$ cat src/rtl/burst_seq_pkg.sv
package burst_seq_pkg;
  localparam int unsigned OFS_W = 2;
  typedef logic [OFS_W-1:0] ofs_t;

  typedef enum logic {
    ORD_LINEAR = 1'b0,
    ORD_INTLV  = 1'b1
  } order_e;
endpackage

$ cat src/rtl/burst_start_reg.sv
module burst_start_reg #(
  parameter int unsigned W = 2
) (
  input  logic         clk_i,
  input  logic         rst_ni,
  input  logic         load_i,
  input  logic [W-1:0] start_i,
  output logic [W-1:0] start_o
);
  always_ff @(posedge clk_i or negedge rst_ni) begin
    if (!rst_ni)     start_o <= '0;
    else if (load_i) start_o <= start_i;
  end

  a_r2_capture: assert property (@(posedge clk_i) disable iff (!rst_ni)
    $past(rst_ni) && $past(load_i) |-> start_o == $past(start_i));
endmodule

$ cat src/rtl/burst_beat_ctr.sv
module burst_beat_ctr #(
  parameter int unsigned W = 2
) (
  input  logic         clk_i,
  input  logic         rst_ni,
  input  logic         load_i,
  input  logic         adv_ni,
  output logic [W-1:0] beat_o
);
  localparam logic [W-1:0] LAST = {W{1'b1}};

  // load beats advance; wrap stays inside the group
  always_ff @(posedge clk_i or negedge rst_ni) begin
    if (!rst_ni)      beat_o <= '0;
    else if (load_i)  beat_o <= '0;
    else if (!adv_ni) beat_o <= beat_o + 1'b1;
  end

  a_r3_load_wins: assert property (@(posedge clk_i) disable iff (!rst_ni)
    $past(rst_ni) && $past(load_i) |-> beat_o == '0);
  a_r4_wait_holds: assert property (@(posedge clk_i) disable iff (!rst_ni)
    $past(rst_ni) && !$past(load_i) && $past(adv_ni) |-> $stable(beat_o));
  a_r8_wrap: assert property (@(posedge clk_i) disable iff (!rst_ni)
    $past(rst_ni) && !$past(load_i) && !$past(adv_ni) && $past(beat_o) == LAST
    |-> beat_o == '0);
endmodule

$ cat src/rtl/burst_order_map.sv
module burst_order_map
  import burst_seq_pkg::*;
#(
  parameter int unsigned W = 2
) (
  input  logic         mode_i,
  input  logic [W-1:0] start_i,
  input  logic [W-1:0] beat_i,
  output logic [W-1:0] ofs_o
);
  logic [W-1:0] intlv, linear;

  assign intlv  = start_i ^ beat_i;
  assign linear = start_i + beat_i;  // truncated: no carry out
  assign ofs_o  = (order_e'(mode_i) == ORD_INTLV) ? intlv : linear;
endmodule

$ cat src/rtl/burst_seq.sv
module burst_seq
  import burst_seq_pkg::*;
(
  input  logic       clk_i,
  input  logic       rst_ni,
  input  logic       mode_i,
  input  logic       load_i,
  input  logic [1:0] start_i,
  input  logic       adv_ni,
  output logic [1:0] offset_o,
  output logic [1:0] beat_o,
  output logic       first_o
);
  ofs_t start_q, beat_q;

  burst_start_reg #(.W(OFS_W)) u_start (
    .clk_i, .rst_ni, .load_i, .start_i, .start_o(start_q)
  );

  burst_beat_ctr #(.W(OFS_W)) u_beat (
    .clk_i, .rst_ni, .load_i, .adv_ni, .beat_o(beat_q)
  );

  burst_order_map #(.W(OFS_W)) u_map (
    .mode_i, .start_i(start_q), .beat_i(beat_q), .ofs_o(offset_o)
  );

  assign beat_o  = beat_q;
  assign first_o = (beat_q == '0);

  a_r4_wait_offset: assert property (@(posedge clk_i) disable iff (!rst_ni)
    $past(rst_ni) && !$past(load_i) && $past(adv_ni) && $stable(mode_i)
    |-> $stable(offset_o));
  a_r2_first_after_load: assert property (@(posedge clk_i) disable iff (!rst_ni)
    $past(rst_ni) && $past(load_i) |-> first_o && offset_o == $past(start_i));
  a_r7_step: assert property (@(posedge clk_i) disable iff (!rst_ni)
    $past(rst_ni) && !$past(load_i) && !$past(adv_ni)
    |-> beat_o == 2'($past(beat_o) + 1));
endmodule

$ cat config.mk
export PLATFORM = sky130hd
export DESIGN_NAME = burst_seq
export DESIGN_NICKNAME = d
export VERILOG_FILES = /design/src/rtl/burst_seq_pkg.sv /design/src/rtl/burst_start_reg.sv /design/src/rtl/burst_beat_ctr.sv /design/src/rtl/burst_order_map.sv /design/src/rtl/burst_seq.sv
export SDC_FILE = /design/constraint.sdc
export NUM_CORES = 1
export LEC_CHECK = 0
export ABC_AREA = 0
export ABC_CLOCK_PERIOD_IN_PS = 1250
export BUFFER_PORTS_ARGS = -buffer_cell sky130_fd_sc_hd__buf_4
export CAP_MARGIN = 5
export CORE_AREA = 2 2 39 41
export CTS_BUF_LIST = sky130_fd_sc_hd__clkbuf_16
export CTS_CLUSTER_SIZE = 25
export DETAILED_ROUTE_END_ITERATION = 8
export DIE_AREA = 0 0 41 43
export MAX_ROUTING_LAYER = met4
export PLACE_DENSITY = 0.46
export SYNTH_ARGS = -nofsm -noshare
export SYNTH_HDL_FRONTEND = slang
export SYNTH_SLANG_ARGS = --single-unit
$ cat constraint.sdc
create_clock -name clk_i -period 1.25 [get_ports clk_i]
set_clock_uncertainty 0.15 [all_clocks]
set_input_delay 0.25 -clock clk_i [delete_from_list [all_inputs] [get_ports clk_i]]
set_output_delay 0.25 -clock clk_i [all_outputs]
set_load 0.05 [all_outputs]
**Word-level counts from Yosys, hierarchy flattened**

Cells that the tools add are included.

- Input port bits: 7
- Logic and storage cells: 10
- Output and inout port bits: 5
- Register bits: 4

- Add/subtract/negate cells: 2
- Equality and inequality tests: 1
- Mux-type cells: 3
- Bitwise operators: 1
- Reduce and logical (&&, ||, !) cells: 1

Operator list:

| cell | count |
|---|---|
| 2-bit two-way mux | 3 |
| 2-bit by 1-bit adder with 2-bit output, second input constant | 1 |
| 2-bit adder | 1 |
| 2-bit zero test | 1 |
| 2-bit inequality test, second input constant | 1 |
| 2-bit bitwise XOR | 1 |

**Longest topological paths before layout**

Gate-level depths: netlist of the first run.

- Word-level depth: 3
- Depth in mapped cells: 4
- Depth with buffers taken out: 4

**Modules after synthesis**

Synthesis of the first run repeated with hierarchy kept, for this count alone.

- Cells, all modules: 17
- Area total of the unflattened synthesis: 212.7 um^2

By module, submodules not included:

| module | instances | area an instance (um^2) | cells an instance | sequential area each (um^2) |
|---|---|---|---|---|
| burst_beat_ctr | 1 | 100.1 | 8 | 50.0 |
| burst_start_reg | 1 | 72.6 | 4 | 50.0 |
| burst_order_map | 1 | 36.3 | 4 | 0.0 |
| burst_seq | 1 | 3.8 | 1 | 0.0 |

**Least setup slack after synthesis of the first run**

No wires, ideal clock.

- Path kind: register to output
- Start point: register u_beat.beat_o[0]
- End point: output offset_o[1]
- Buffers on the path: 0
- Required time: 0.850 ns
- Cell stages (with the launch flop): 4
- Path slack: -0.953 ns
- Data arrival time: 1.803 ns
- Cells stage by stage: dfrtp_1 -> ha_1 -> nor2b_1 -> xnor2_1

- Word-level cells in the longest chain between the ends: 2

RTL lines:

| item | line | text |
|---|---|---|
| from (decl) | burst_beat_ctr.sv:8 | `output logic [W-1:0] beat_o` |
| from (signal assigned) | burst_beat_ctr.sv:16 | `else if (!adv_ni) beat_o <= beat_o + 1'b1;` |
| 2-bit adder | burst_order_map.sv:14 | `assign linear = start_i + beat_i;` |
| 2-bit two-way mux | burst_order_map.sv:15 | `assign ofs_o = (order_e'(mode_i) == ORD_INTLV) ? intlv : linear;` |
| to (decl) | burst_seq.sv:10 | `output logic [1:0] offset_o,` |

No other way between the ends.

**Worst setup path after layout of the first run**

Ends and elaborated chain as after synthesis.

==> results of run 1 <==
-- state kept, by name, summed over array words and instances, names as in the netlist --
signal           cells
u_beat.beat_o        2
u_start.start_o      2
-- where the power goes --
part | internal (mW) | leakage [nW] | total, mW | switching, mW
combinational | 0.159 | 0.152 | 0.316 | 0.157
sequential | 0.144 | 0.0470 | 0.156 | 0.0116
clock | 0.408 | 0.0370 | 0.491 | 0.0826
total | 0.711 | 0.236 | 0.962 | 0.251
-- routing by layer --
layer	part of all wire (%)	vias to the layer above
met5	0	-
met4	0	0
met3	12	0
met2	48	11
met1	40	88
li1	-	94
-- synthesized netlist by cell type --
master,count
sky130_fd_sc_hd__nor2b_1,1
sky130_fd_sc_hd__xnor2_1,2
sky130_fd_sc_hd__mux2i_1,1
sky130_fd_sc_hd__inv_1,2
sky130_fd_sc_hd__xor2_1,1
sky130_fd_sc_hd__dfrtp_1,4
sky130_fd_sc_hd__ha_1,2
sky130_fd_sc_hd__mux2_2,2
sky130_fd_sc_hd__nor2_1,2
-- critical path, delay by kind of cell, from the launching register on --
kind / cells / cell delay [ps]
xor+xnor: 1 / 120
fa+ha+maj: 1 / 160
buf+inv: 1 / 170
flops: 1 / 420
simple gates: 1 / 130
-- final cells by class --
type,instances,area [µm²],share of cell area [%]
clock buffers,3,75.1,13.9
inverters,2,10.0,1.86
multi-input cells,11,156,29.0
flip-flops and latches,4,103,19.0
well taps,16,20.0,3.71
repair buffers,17,175,32.5
-- path summary, 6_finish.rpt --
path,endpoint,slack (ps)
max,offset_o[1],-370
min,u_beat.beat_o[1],50
max reg2reg,u_beat.beat_o[1],-100
min reg2reg,u_start.start_o[1],380
max in group asynchronous,u_beat.beat_o[0],630
min in group asynchronous,u_start.start_o[1],210
-- kinds of logic after synthesis --
group	Yosys count	synth area share, %
buffers and inverters	2	3.66
adders and majority gates	2	12.2
xor gates and xnor gates	3	12.8
and+or+nand+nor	3	6.71
muxes	3	15.9
DFF	4	48.8
-- what timing repair did --
| item | 4_1_cts | 5_1_grt |
|---|---|---|
| resized for setup | 10 | 6 |
| hold endpoints to repair | 4 | 0 |
| buffers inserted | 2 | 1 |
| hold buffers | 1 | 0 |
| setup endpoints to repair | 6 | 7 |
| pin swaps | 2 | 4 |
-- per-stage QoR --
stage               util, %  cell area (µm²)  setup slack [ps]  std cells
finish                 39.0              539              -371         53
floorplan                 -              259              -354         17
global placement       27.8              384              -179         47
global route           39.0              539              -407         53
detailed placement     27.8              384              -186         47
CTS                    37.4              518              -367         53
==> run summary, run 1 <==
- leading cell type in the layout, fill and taps excluded: sky130_fd_sc_hd__buf_4
- first-pass GRT wire length: 821 µm
- First-pass DRT Iterations: 1
- Max FO, Critical Path: 2
- slew of the pin with the lowest slew margin: 138 ps
- worst hold path stage count: 2
- Total Negative Setup Slacks: -1340 ps
- count of pins over their slew limit: 0
- max frequency: 617 MHz
- yosys warns: 0
- final worst-path setup slack: -371 ps
- Chip Width: 41 µm
- busiest layer in global routing: met2
- cell chain of the critical path: ha_4 > nor2b_4 > xnor2_4 > buf_6
- DR DRC count: 0
- number of placement rows: 14
- Clk pin slew, worst setup/hold paths: 30 ps
- dpl hpwl: 387 µm
- Starting DRT DRC Count: 0
- number of input and output port buffers inserted: 11
- post-synthesis sequential area ratio: 48.8%
- worst endpoint data arrival time: 1220 ps
- grt total ovfl: 0
- most used cells in the layout excluding fill and tap cells: sky130_fd_sc_hd__buf_4, sky130_fd_sc_hd__buf_8, sky130_fd_sc_hd__buf_6, sky130_fd_sc_hd__clkbuf_16
- post-synth cell types: 9
- setup repair after global routing missed its margin: true
- maximum capacitance violations: 0
- post-synth top area share: 48.8%
- met3 track demand over resource: 3.14%
- critical path required time: 850 ps
- final setup violating endpoints: 6
- launch point of the worst path: u_beat.beat_o[0]
- outcome: finished with violations
- worst max-slew margin expressed relative to the limit: 90.5%
- leakage: 0.236 nW
- top post-synthesis cells by area: sky130_fd_sc_hd__dfrtp_1, sky130_fd_sc_hd__ha_1, sky130_fd_sc_hd__mux2_2
- total design power: 962 µW
- clk_lat worst skew: 220 ps
- synthesized area: 205 µm²
- wire per inst: 8.77 µm
- number of buffers between clock root and the deepest sink: 2
- TritonCTS clock tree: built
- vias after detailed routing: 193
- I/O pins: 12
- clock root buffer master: sky130_fd_sc_hd__clkbuf_16
- met1 track demand over resource: 8.14%
- Worst setup SP type: flip-flop
- number of diodes added for antenna fixing: 0
- maximum ir drop on the vdd rail: 0.000989 V
- total nets after synthesis: 26
- area enclosed by the die boundary: 0.00176 mm²
- #FFs+latches synth: 4
- Core Box Area: 0.00138 mm²
- routability-driven placement congestion ratio: 0.587
- layout overhead on the synthesized area: 163%
- H-tree level count: 1
- mean cell area of the mapped netlist: 12.1 µm²
- Total Routing Usage GR: 7.44%
- fraction of final layout cells with drive strength greater than 1: 81.1%
- R2R cell count: 6
- number of antenna violations at the first check in global routing: 0
- violations in the final reports: negative setup slack
- clk sinks: 4
- total power per unit cell area: 1780 mW/mm²
- leading area contributor after synthesis: sky130_fd_sc_hd__dfrtp_1
- worst hold-check path type: primary input to flip-flop
- tightest hold margin: 51.8 ps
- fillers: 144
- hold path startpoint: load_i
- final clock period utilization by the worst path: 130%
- count of nets after finishing: 48
- cell with the biggest individual delay on the critical path: sky130_fd_sc_hd__dfrtp_2
- height of the die: 43 µm
- cells after synthesis: 17
- maximum cell stage delay along the critical path: 420 ps
- number of global-route vias before repair: 214
- endpoint kind of the worst setup timing path: primary output
- crit path time final: 1620 ps
- Critical R2R Launch: u_beat.beat_o[0]
- final hold violation count: 0
- final wirelength: 465 µm
- pin count of the biggest net entering global routing: 5
- starting utilization of the core area: 14.8%
- TritonCTS buffer count: 3
- kind of critical path: flip-flop to primary output
- post-route antenna net violation count: 0
- routing usage on met2: 10.0%
- drt via density: 3.64
No activity file was read; power rests on OpenSTA's default activity.
==> run 2, diff against run 1 <==
SYNTH_HIERARCHICAL = 1   (was unset)
==> run summary, run 2 <==
- mean cell area of the mapped netlist: 12.5 µm², +3.7%
- critical path required time: 850 ps, about the same
- Clk pin slew, worst setup/hold paths: 30 ps, about the same
- post-synth top area share: 47.1%, -1.7 points
- max frequency: 618 MHz, +0.15%
- starting utilization of the core area: 15.4%, +0.54 points
- maximum capacitance violations: 0, unchanged
- combined buffer and inverter count along the critical path: 2, +1
- TritonCTS buffer count: 3, unchanged
- area enclosed by the die boundary: 0.00176 mm², unchanged
- library cell with the highest instance count after synthesis: sky130_fd_sc_hd__dfrtp_1
- leading cell type in the layout, fill and taps excluded: sky130_fd_sc_hd__buf_4
- Synth async-reset ratio: 100%, unchanged
- final wirelength: 533 µm, +15%
- R2R cell count: 3, -3
- count of nets after finishing: 45, -6.3%
- power spent charging and discharging nets: 227 µW, -9.9%
- Max FO, Critical Path: 2, unchanged
- hold path startpoint: load_i
- top cell family by delay on the critical path: flip-flops
- fraction of final layout cells with drive strength greater than 1: 77.1%, -3.9 points
- I/O pins: 12, unchanged
- worst hold path stage count: 2, unchanged
- Total Routing Usage GR: 8.16%, +0.72 points
- area of combinational cells with multiple inputs: 159 µm², +1.6%
- Critical R2R Launch: u_beat/beat_o[0]
- violations in the final reports: negative setup slack
- leading area contributor after synthesis: sky130_fd_sc_hd__dfrtp_1
- routability-driven placement congestion ratio: 0.618, +5.2%
- final worst-path setup slack: -369 ps, +2.38 ps
- number of global-route vias before repair: 217, +1.4%
- maximum ir drop on the vdd rail: 0.000752 V, -24%
- height of the die: 43 µm, unchanged
- DR DRC count: 0, unchanged
- Register-to-Register Setup Slack: -10 ps, +90 ps
- setup repair after global routing missed its margin: true
- count of pins over their slew limit: 0, unchanged
- cells after synthesis: 17, unchanged
- endpoint kind of the worst setup timing path: primary output
- First-pass DRT Iterations: 1, unchanged
- worst endpoint data arrival time: 1220 ps, about the same
- maximum cell stage delay along the critical path: 400 ps, -20 ps
- number of diodes added for antenna fixing: 0, unchanged
- layout overhead on the synthesized area: 138%
- final hold violation count: 0, unchanged
- number of enable flip-flop cells after synthesis: 0, unchanged
- Starting DRT DRC Count: 0, unchanged
- H-tree level count: 1, unchanged
- clk sinks: 4, unchanged
- worst max-slew margin expressed relative to the limit: 90.8%, +0.30 points
- vias after detailed routing: 191, -1.0%
- fillers: 141, -2.1%
- kind of critical path: flip-flop to primary output
- Chip Width: 41 µm, unchanged
- drt via density: 3.75, +2.8%
- final clock period utilization by the worst path: 130%, -0.19 points
- worst hold-check path type: primary input to flip-flop
- cell chain of the critical path: xnor2_1 > buf_4 > xnor2_4 > buf_6
- clock root buffer master: sky130_fd_sc_hd__clkbuf_16
- TritonCTS clock tree: built
- total design power: 901 µW, -6.4%
- worst hold endpoint: u_beat/beat_o[0]
- most used cells in the layout excluding fill and tap cells: sky130_fd_sc_hd__buf_4, sky130_fd_sc_hd__clkbuf_16, sky130_fd_sc_hd__buf_8, sky130_fd_sc_hd__buf_6
- outcome: finished with violations
- post-route antenna net violation count: 0, unchanged
- top post-synthesis cells by area: sky130_fd_sc_hd__dfrtp_1, sky130_fd_sc_hd__mux2_2, sky130_fd_sc_hd__nor2b_1
- Pint: 674 µW, -5.2%
- synthesized area: 213 µm², +3.7%
- post-synth cell types: 9, unchanged
- #FFs+latches synth: 4, unchanged
- Clk network pwr share: 55.3%, +4.3 points
- clk_lat worst skew: 220 ps, about the same
- top post-synthesis cells by count: sky130_fd_sc_hd__dfrtp_1, sky130_fd_sc_hd__nor2b_1, sky130_fd_sc_hd__mux2_2, sky130_fd_sc_hd__nor2_1, sky130_fd_sc_hd__xnor2_1
- most common flop cell mapped by yosys: sky130_fd_sc_hd__dfrtp_1
- wire per inst: 10.5 µm, +19%
- number of input and output port buffers inserted: 11, unchanged
- yosys warns: 6, +6
- number of buffers between clock root and the deepest sink: 2, unchanged
- number of placement rows: 14, unchanged
- number of antenna violations at the first check in global routing: 0, unchanged
- first-pass GRT wire length: 848 µm, +3.3%
- buffers inserted during post-CTS setup optimization: 0, -2
- Largest regs: u_beat/beat_o: 2 flops, u_start/start_o: 2 flops
- Worst R2R End: u_beat/beat_o[1]
- slew of the pin with the lowest slew margin: 136 ps, -1.64 ps
- Core Box Area: 0.00138 mm², unchanged
- post-synthesis sequential area ratio: 47.1%, -1.7 points
- crit path time final: 1620 ps, -2.38 ps
- part of the power in registers: 17.0%, +0.8 points
- grt total ovfl: 0, unchanged
- tightest hold margin: 86.4 ps, +34.6 ps
- pin count of the biggest net entering global routing: 6, +1
- Worst setup SP type: flip-flop
- final setup violating endpoints: 6, unchanged
- leakage: 0.218 nW, -7.6%
- Sw Share: 25.1%, -0.98 points
- combinational cell fraction of total power: 27.8%, -5.0 points
- cell with the biggest individual delay on the critical path: sky130_fd_sc_hd__dfrtp_2
- total power per unit cell area: 1780 mW/mm², -0.14%
- area occupied by registers: 103 µm², unchanged
- total nets after synthesis: 25, -3.8%
run 2: worst max path at each step:
stage	to	cells past startpoint	start	slack, ps
2_1_floorplan	first_o	1	u_beat/beat_o[0]	-370
3_3_place_gp	offset_o[1]	4	u_beat/beat_o[0]	-190
3_5_place_dp	offset_o[1]	4	u_beat/beat_o[0]	-190
4_1_cts	offset_o[1]	4	u_start/start_o[0]	-370
5_1_grt	offset_o[1]	4	u_start/start_o[0]	-410
6_report	offset_o[1]	4	u_beat/beat_o[1]	-370
run 2: area by class of cell:
type                    count  area share, %
clock buffers               3           14.9
multi-input cells          13           31.4
well taps                  16           3.96
repair buffers             15           29.5
flip-flops and latches      4           20.3
run 2: cells by family (layout without fill, tap and decap cells):
family                     count (synthesis)  in the layout  share of synthesized area (%)
buffers and inverters                      0             18                              0
DFF                                        4              4                           47.1
adders and majority gates                  1              1                           5.88
and+or+nand+nor                            7              7                           21.2
muxes                                      3              3                           17.6
xor gates and xnor gates                   2              2                           8.24
run 2: layer usage:
layer / GRT usage, % / vias up / part of all wire, %
li1: - / 92 / -
met1: 7.82 / 87 / 36
met2: 10.3 / 12 / 50
met3: 6.81 / 0 / 13
met4: 6.00 / 0 / 0
met5: - / - / 0
run 2: power groups by stage:
stage,registers [mW],logic (mW),clock network (mW)
6_report,0.153,0.250,0.498
5_1_grt,0.154,0.264,0.518
4_1_cts,0.152,0.243,0.506
3_5_place_dp,0.154,0.211,0
3_3_place_gp,0.154,0.210,0
2_1_floorplan,0.172,0.130,0
run 2: per-stage QoR:
step	utilization, %	setup slack, ps	area (µm²)	setup TNS [ps]	std cells
after floorplan	-	-370	254	-882	17
after global placement	27.4	-191	379	-191	47
after detailed placement	27.4	-190	379	-190	47
after CTS	35.4	-372	489	-946	51
after global routing	36.5	-411	505	-1090	51
final	36.5	-369	505	-917	51
run 2: worst reg2reg max path, stage by stage (launching register included):
cell and delay (ps):
sky130_fd_sc_hd__dfrtp_2 410, sky130_fd_sc_hd__buf_4 160, sky130_fd_sc_hd__nor2b_4 130, sky130_fd_sc_hd__mux2_4 280
run 2: what timing repair did:
item | 4_1_cts | 5_1_grt
hold buffers | 1 | 0
resized for setup | 7 | 4
cloned | 0 | 0
endpoints found under the hold margin | 4 | 0
pin swaps | 3 | 0
endpoints found under the setup margin | 5 | 6
==> run 3, diff against run 2 <==
PLACE_DENSITY = 0.33   (was 0.46)
==> run summary, run 3 (same netlist as run 2, synthesis figures left out) <==
- height of the die: 43 µm, unchanged
- final setup violating endpoints: 6, unchanged
- Chip Width: 41 µm, unchanged
- clock root buffer master: sky130_fd_sc_hd__clkbuf_16
- post-route antenna net violation count: 0, unchanged
- starting utilization of the core area: 15.4%, unchanged
- critical path required time: 850 ps, about the same
- H-tree level count: 1, unchanged
- number of diodes added for antenna fixing: 0, unchanged
- grt total ovfl: 0, unchanged
- Starting DRT DRC Count: 0, unchanged
- final hold violation count: 0, unchanged
- Clk pin slew, worst setup/hold paths: 30 ps, about the same
- hold path startpoint: load_i
- max frequency: 620 MHz, +0.42%
- First-pass DRT Iterations: 1, unchanged
- area of combinational cells with multiple inputs: 183 µm², +15%
- routability-driven placement congestion ratio: 0.631, +2.1%
- worst endpoint data arrival time: 1210 ps, about the same
- final wirelength: 520 µm, -2.4%
- slew of the pin with the lowest slew margin: 193 ps, +56.5 ps
- maximum capacitance violations: 0, unchanged
- TritonCTS buffer count: 3, unchanged
- clk sinks: 4, unchanged
- utilization after layout: 39.1%, +2.5 points
- first-pass GRT wire length: 924 µm, +9.0%
- total power per unit cell area: 1690 mW/mm², -5.2%
- Total Routing Usage GR: 9.10%, +0.94 points
- I/O pins: 12, unchanged
- violations in the final reports: negative setup slack
- wire per inst: 10.0 µm, -4.3%
- number of buffers between clock root and the deepest sink: 2, unchanged
- area occupied by registers: 103 µm², unchanged
- count of nets after finishing: 46, +2.2%
- number of global-route vias before repair: 239, +10%
- worst max-slew margin expressed relative to the limit: 87.1%, -3.7 points
- leakage: 0.232 nW, +6.3%
- endpoint kind of the worst setup timing path: primary output
- most used cells in the layout excluding fill and tap cells: sky130_fd_sc_hd__buf_4, sky130_fd_sc_hd__buf_6, sky130_fd_sc_hd__clkbuf_16, sky130_fd_sc_hd__buf_8
- fillers: 139, -1.4%
- leading cell type in the layout, fill and taps excluded: sky130_fd_sc_hd__buf_4
- Worst setup SP type: flip-flop
- number of placement rows: 14, unchanged
- clk_lat worst skew: 220 ps, about the same
- setup repair after global routing missed its margin: true
- kind of critical path: flip-flop to primary output
- launch point of the worst path: u_beat/beat_o[0]
- fraction of final layout cells with drive strength greater than 1: 83.3%, +6.2 points
- vias after detailed routing: 194, +1.6%
- pre-CTS worst setup slack: -189 ps, +1.34 ps
- Critical R2R Launch: u_beat/beat_o[0]
- final clock period utilization by the worst path: 129%, -0.54 points
- Total Negative Setup Slacks: -1320 ps, -405 ps
- layout overhead on the synthesized area: 154%
- number of input and output port buffers inserted: 11, unchanged
- Core Box Area: 0.00138 mm², unchanged
- count of pins over their slew limit: 0, unchanged
- Register-to-Register Setup Slack: -220 ps, -210 ps
- final worst-path setup slack: -362 ps, +6.81 ps
- Largest regs: u_beat/beat_o: 2 flops, u_start/start_o: 2 flops
- maximum ir drop on the vdd rail: 0.000672 V, -11%
- Max FO, Critical Path: 2, unchanged
- drt via density: 3.73, -0.38%
- number of antenna violations at the first check in global routing: 0, unchanged
- area enclosed by the die boundary: 0.00176 mm², unchanged
- DR DRC count: 0, unchanged
- TritonCTS clock tree: built
- pin count of the biggest net entering global routing: 6, unchanged
- worst hold-check path type: primary input to flip-flop
- outcome: finished with violations
- crit path time final: 1610 ps, -6.81 ps
==> run 3: cell types whose count changed in the layout (fill, tap and decap cells not counted), sizes merged <==
cell,delta
buf,+1
==> run 3: cell type report <==
| type | instances | area share [%] |
|---|---|---|
| Timing Repair Buffer | 16 | 29.6 |
| Tap cell | 16 | 3.70 |
| Sequential cell | 4 | 19.0 |
| Multi-Input combinational cell | 13 | 33.8 |
| Clock buffer | 3 | 13.9 |
==> run 3: per-stage QoR <==
stage,power (mW),cell area [µm²],cells,hold slack (ps)
final,0.913,541,52,79.4
after global routing,0.947,541,52,90.9
after CTS,0.920,529,53,81.8
after detailed placement,0.367,379,47,-101
after global placement,0.364,379,47,-102
after floorplan,0.302,254,17,-196
==> run 3: where the power goes <==
| group | total, mW | internal (mW) | switching, mW |
|---|---|---|---|
| sequential | 0.158 | 0.143 | 0.0154 |
| clock | 0.494 | 0.408 | 0.0853 |
| combinational | 0.262 | 0.133 | 0.128 |
| total | 0.913 | 0.684 | 0.229 |
==> run 3: worst paths after layout <==
kind / endpoint / cells past startpoint
hold / removal: u_beat/beat_o[0] / 2
setup reg to reg: u_beat/beat_o[1] / 5
hold reg to reg: u_start/start_o[0] / 1
min in group asynchronous: u_start/start_o[1] / 2
max in group asynchronous: u_beat/beat_o[0] / 2
setup / recovery: offset_o[1] / 4
==> run 3: worst max-delay path: stages (launching register included) <==
cell and delay (ps):
sky130_fd_sc_hd__dfrtp_2 410, sky130_fd_sc_hd__ha_4 150, sky130_fd_sc_hd__nor2b_4 130, sky130_fd_sc_hd__xnor2_4 120
sky130_fd_sc_hd__buf_6 170
==> run 3: what timing repair did <==
item,in CTS,in global routing
hold buffers,1,0
pin swaps,1,0
setup endpoints to repair,5,7
setup buffers,3,1
hold endpoints to repair,4,0
resized for setup,13,3
==> run 3: layer usage <==
layer / GRT usage, % / vias to the layer above / share of wire [%]
li1: - / 95 / -
met2: 11.6 / 7 / 56
met3: 4.71 / 0 / 7.5
met5: - / - / 0
met1: 8.82 / 92 / 36
met4: 10.0 / 0 / 0
